--- src/rtl/brd_ctl_pkg.sv ---
`timescale 1ns/1ps
package brd_ctl_pkg;
  localparam int DATA_W  = 8;
  localparam int LED_W   = 4;
  localparam int SLOT_W  = 5;
  localparam int RST_BIT = 7;
endpackage

--- src/rtl/brd_ctl_sync.sv ---
`timescale 1ns/1ps
module brd_ctl_sync #(
  parameter int W      = 5,
  parameter int STAGES = 2
) (
  input  logic         clk,
  input  logic         rst_n,
  input  logic [W-1:0] d_async,
  output logic [W-1:0] q_sync
);
  logic [W-1:0] stage_q [STAGES];

  always_ff @(posedge clk or negedge rst_n) begin
    if (!rst_n) stage_q[0] <= '0;
    else        stage_q[0] <= d_async;
  end

  for (genvar s = 1; s < STAGES; s++) begin : g_stage
    always_ff @(posedge clk or negedge rst_n) begin
      if (!rst_n) stage_q[s] <= '0;
      else        stage_q[s] <= stage_q[s-1];
    end
  end

  assign q_sync = stage_q[STAGES-1];
endmodule

--- src/rtl/brd_ctl_pulse.sv ---
`timescale 1ns/1ps
module brd_ctl_pulse #(
  parameter int LEN = 16
) (
  input  logic clk,
  input  logic rst_n,
  input  logic req,
  output logic pulse_n
);
  localparam int CW = $clog2(LEN + 1);

  logic [CW-1:0] cnt_q;

  // A running pulse ignores new requests; the request itself is never stored.
  always_ff @(posedge clk or negedge rst_n) begin
    if (!rst_n)             cnt_q <= '0;
    else if (cnt_q != '0)   cnt_q <= cnt_q - 1'b1;
    else if (req)           cnt_q <= CW'(LEN);
  end

  assign pulse_n = (cnt_q == '0);
endmodule

--- src/rtl/brd_ctl_regs.sv ---
`timescale 1ns/1ps
module brd_ctl_regs
  import brd_ctl_pkg::*;
#(
  parameter int              ADDR_W    = 4,
  parameter logic [ADDR_W-1:0] BASE    = '0,
  parameter int              PULSE_LEN = 16
) (
  input  logic              clk,
  input  logic              rst_n,
  input  logic              bus_cs,
  input  logic [ADDR_W-1:0] bus_addr,
  input  logic              bus_wr,
  input  logic              bus_rd,
  input  logic [DATA_W-1:0] bus_wdata,
  output logic [DATA_W-1:0] bus_rdata,
  input  logic [SLOT_W-1:0] slot_pins,
  output logic [LED_W-1:0]  led_on,
  output logic              brd_rst_n
);
  logic              hit, wr_hit, rd_hit;
  logic [SLOT_W-1:0] slot_q;
  logic [LED_W-1:0]  led_q;
  logic              unused_bits;

  assign hit    = bus_cs && (bus_addr == BASE);
  assign wr_hit = hit && bus_wr;
  assign rd_hit = hit && bus_rd;
  assign unused_bits = ^bus_wdata[RST_BIT-1:LED_W];

  always_ff @(posedge clk or negedge rst_n) begin
    if (!rst_n)      led_q <= '0;
    else if (wr_hit) led_q <= bus_wdata[LED_W-1:0];
  end
  assign led_on = led_q;

  brd_ctl_sync #(.W(SLOT_W), .STAGES(2)) u_sync (
    .clk     (clk),
    .rst_n   (rst_n),
    .d_async (slot_pins),
    .q_sync  (slot_q)
  );

  brd_ctl_pulse #(.LEN(PULSE_LEN)) u_pulse (
    .clk     (clk),
    .rst_n   (rst_n),
    .req     (wr_hit && bus_wdata[RST_BIT]),
    .pulse_n (brd_rst_n)
  );

  assign bus_rdata = rd_hit ? {{(DATA_W-SLOT_W){1'b0}}, slot_q} : '0;
endmodule

--- config.mk ---
export PLATFORM = sky130hd
export DESIGN_NAME = brd_ctl_regs
export DESIGN_NICKNAME = d
export VERILOG_FILES = /design/src/rtl/brd_ctl_pkg.sv /design/src/rtl/brd_ctl_sync.sv /design/src/rtl/brd_ctl_pulse.sv /design/src/rtl/brd_ctl_regs.sv
export SDC_FILE = /design/constraint.sdc
export NUM_CORES = 1
export LEC_CHECK = 0
export BUFFER_PORTS_ARGS = -buffer_cell sky130_fd_sc_hd__buf_2
export CAP_MARGIN = 20
export CORE_MARGIN = 2
export CORE_UTILIZATION = 30
export DETAILED_ROUTE_END_ITERATION = 16
export PLACE_DENSITY = 0.6
export SYNTH_ARGS = -nofsm -noshare
export SYNTH_HDL_FRONTEND = slang
export SYNTH_HIERARCHICAL = 1
export SYNTH_SLANG_ARGS = --single-unit
--- constraint.sdc ---
create_clock -name clk -period 1.4 [get_ports clk]
set_input_delay 0.07 -clock clk [delete_from_list [all_inputs] [get_ports clk]]
set_output_delay 0.07 -clock clk [all_outputs]
set_load 0.01 [all_outputs]
==> summary.txt <==
Setup path
  • Worst R2R Path Depth: 4
  • Cell family with most CP delay: flip-flops
  • R2R Setup Slk: 80 ps
  • Crit-path max FO: 3
  • Setup crit end kind: output port
  • CP Cell Sequence: inv_1 -> ha_2 -> nor4b_4 -> buf_2
  • Worst Path Arrival: 1330 ps
  • Worst r2r src: u_pulse/cnt_q[1]$_DFFE_PN0P_
  • Worst EP required: 1330 ps
  • WS Path Type: register to output port
  • Critical path buffer and inverter count: 2
  • CP max stage delay: 390 ps
  • Reg-to-reg endpoint: u_pulse/cnt_q[4]$_DFFE_PN0P_
  • Startpoint types: register
  • CP max-delay cell: dfrtp_1

Cells and area
  • Layout area overhead: 34.87%
  • Share of cells above drive strength 1: 44.55%
  • Layout Nets: 125
  • Fin util: 43.55%
  • Final Non-Filler Cells: 131
  • Antenna diodes: 0
  • Filler instances: 254
  • Post-route cell area: 1099 sq um
  • Storage element area: 475.5 sq um
  • Multi-input gate area in the final layout: 266.5 sq um

CTS
  • H-tree lvl count: 1
  • CTS buffer count: 3
  • Clock slew at reported path FFs: 110 ps
  • CTS tree: built
  • Clk sink count: 19
  • Clock Tree Root: clkbuf_4
  • Worst-skew pair later-pin latency: 300 ps
  • Clock buffer depth: 2

Yosys
  • Compound-Gate Fraction of Synth Area: 1.536%
  • Multiplexer share of the synthesized area: 11.21%
  • Syn. warnings: 6
  • Mapped Cells: 61
  • Number of synthesized register bits: 19
  • Seq/Total Area, Yosys: 58.37%
  • Netlist cell types: 23
  • Post-synthesis adder-cell area fraction: 1.536%
  • Simple-Gate Fraction of Synth Area: 15.67%
  • Synth Area in XOR/XNOR: 1.075%
  • Post-Syn Area per Cell: 13.35 sq um
  • Largest family of logic cells by synthesized area: simple AND/OR/NAND/NOR gates
  • Post-Syn Area: 814.5 sq um

STA
  • Final Skew: 6.991 ps
  • Post-route setup slack: -1.924 ps
  • FMAX: 713.3 MHz
  • Final hold vios: 0
  • Final Critical Period: 1402 ps
  • Period utilization: 100.1%
  • Slew Viols, Final: 0
  • Unrepaired setup endpoints after global routing: yes
  • Final setup viols: 1

Detailed routing
  • Post-Route WL: 1418 um
  • Drt wl/cell: 10.82 um
  • DR pass1 iterations: 2
  • Vias per cell: 4.122
  • DRC errors left: 0
  • Via Count: 540
  • ANT nets after route: 0
  • Iteration-0 DRC Markers: 4

Run status
  • Outcome: complete, but fails checks
  • Failing checks: negative setup slack

Floorplanning
  • Full die area: 3148 sq um
  • Die Ht: 56.11 um
  • DIE WIDTH: 56.11 um
  • Boundary Pins: 35
  • Rows: 18
  • Initial Util: 32.29%
  • Core Area: 2522 sq um

Pwr
  • Sequential share of power: 48.2%
  • Comb pwr share: 33.3%
  • NetSw: 0.4475 mW
  • Clk pwr share: 18.5%
  • Peak supply drop: 0.9035 mV
  • Cell Int Power: 1.050 mW
  • Static Leak: 0.5664 nW
  • Power Dens Cells: 1363 nW/um^2
  • Switching Share: 29.88%

Global routing
  • First-pass GRT wire length: 2456 um
  • Largest net degree at the start of global routing: 20
  • GR Util All Layers: 10.21%
  • Antenna violations before repair: 0
  • GR Overflow Total: 0
  • Vias in the first global route: 596

Placed design
  • Final HPWL DP: 1059 um
  • Pre-CTS WS: -75.24 ps
  • Area after DPL: 950.9 sq um
  • Routability congestion estimate: 0.7393
  • # port buffers: 28
  • Placed Instances: 115

Run
  • Max cap viols: 0

Hold path
  • Type of the most critical hold path: input pin to async pin
==> synthesized netlist by cell type <==
cell	instances	area [sq um]
nor2b_1	1	6.260
mux2i_1	2	20.02
nor4_1	1	6.260
nand2_1	2	7.510
o31ai_1	1	7.510
nor3b_1	1	7.510
ha_1	1	12.51
and2_1	5	31.28
mux2_2	1	11.26
a21oi_1	1	5.000
nor4b_4	1	23.77
or4_1	1	7.510
inv_1	3	11.26
xnor2_1	1	8.760
buf_6	1	11.26
or4_4	1	11.26
dfrtp_1	19	475.5
nand2b_1	2	12.51
mux2_4	4	60.06
conb_1	1	3.750
nor2_1	2	7.510
buf_4	8	60.06
or2_1	1	6.260
==> power groups by stage <==
stage / combinational (mW) / sequential [mW] / clock, mW
2_1_floorplan: 0.263 / 0.748 / 0
3_3_place_gp: 0.416 / 0.729 / 0
3_5_place_dp: 0.437 / 0.735 / 0
4_1_cts: 0.507 / 0.723 / 0.298
5_1_grt: 0.548 / 0.736 / 0.320
6_report: 0.499 / 0.721 / 0.277
==> per-stage QoR <==
stage / TNS [ps] / hold slack [ps] / power, mW
6_report: -1.924 / 216.3 / 1.498
5_1_grt: -86.37 / 216.9 / 1.604
4_1_cts: -29.67 / 212.2 / 1.527
3_5_place_dp: -207.3 / 30.02 / 1.172
3_3_place_gp: -108.1 / 24.61 / 1.145
2_1_floorplan: 0 / -225.6 / 1.011
==> final cells by class <==
cell class / count / area share, %
well taps: 30 / 3.417
repair buffers: 43 / 25.28
clock inverters: 1 / 0.6834
flip-flops and latches: 19 / 43.28
multi-input cells: 32 / 24.26
clock buffers: 3 / 2.050
inverters: 3 / 1.025
==> worst reg2reg max path: cells and delay by family, from the launching register on <==
kind,cells,cell delay [ps]
DFF,1,390
adders and majority gates,1,190
buffers and inverters,1,60
muxes,1,350
and+or+nand+nor,1,210
==> cell families after synthesis <==
group / after synthesis
other: 1
multiplexers: 7
XOR/XNOR: 1
AO/OA/AOI/OAI: 2
adder cells (fa/ha/maj): 1
AND/OR/NAND/NOR: 18
buffers and inverters: 12
flip-flops: 19
==> registers in the layout, summed over array words and instances, names as in the netlist <==
signal / flops
led_on: 4
u_pulse/cnt_q: 5
u_sync/q_sync: 5
u_sync/stage_q: 5
==> layout by cell type, fill, tap and decap left out, drive strengths merged <==
master | Yosys | routed
a21oi | 1 | 1
and2 | 5 | 5
buf | 9 | 33
clkbuf | 0 | 3
clkinvlp | 0 | 1
conb | 1 | 3
dfrtp | 19 | 19
dlygate4sd3 | 0 | 10
ha | 1 | 1
inv | 3 | 3
mux2 | 5 | 5
mux2i | 2 | 2
nand2 | 2 | 2
nand2b | 2 | 2
nor2 | 2 | 2
nor2b | 1 | 1
nor3b | 1 | 1
nor4 | 1 | 1
nor4b | 1 | 1
o31ai | 1 | 1
or2 | 1 | 1
or4 | 2 | 2
xnor2 | 1 | 1
==> metal layers <==
metal,share of wire (%),vias to the layer above,track usage [%]
li1,-,270,-
met1,41,245,10.85
met2,50,23,17.82
met3,7.4,2,5.581
met4,1.1,0,2.041
met5,0,-,0
==> worst max path at each step <==
| stage | start | to | cells after the start |
|---|---|---|---|
| floorplan | bus_addr[3] | u_pulse/cnt_q[4]$_DFFE_PN0P_ | 6 |
| global placement | bus_addr[3] | u_pulse/cnt_q[4]$_DFFE_PN0P_ | 6 |
| detailed placement | bus_addr[3] | u_pulse/cnt_q[4]$_DFFE_PN0P_ | 6 |
| CTS | u_pulse/cnt_q[1]$_DFFE_PN0P_ | brd_rst_n | 4 |
| global route | u_pulse/cnt_q[1]$_DFFE_PN0P_ | brd_rst_n | 4 |
| finish | u_pulse/cnt_q[1]$_DFFE_PN0P_ | brd_rst_n | 4 |
==> timing repair <==
action | 4_1_cts | 5_1_grt
setup buffers | 2 | 0
setup endpoints to repair | 1 | 1
hold buffers | 10 | 0
resized for setup | 1 | 0
endpoints found under the hold margin | 28 | 0
gates cloned | 0 | 0
pin swaps | 1 | 0
Note: power is estimated with default switching activity, not from simulation.
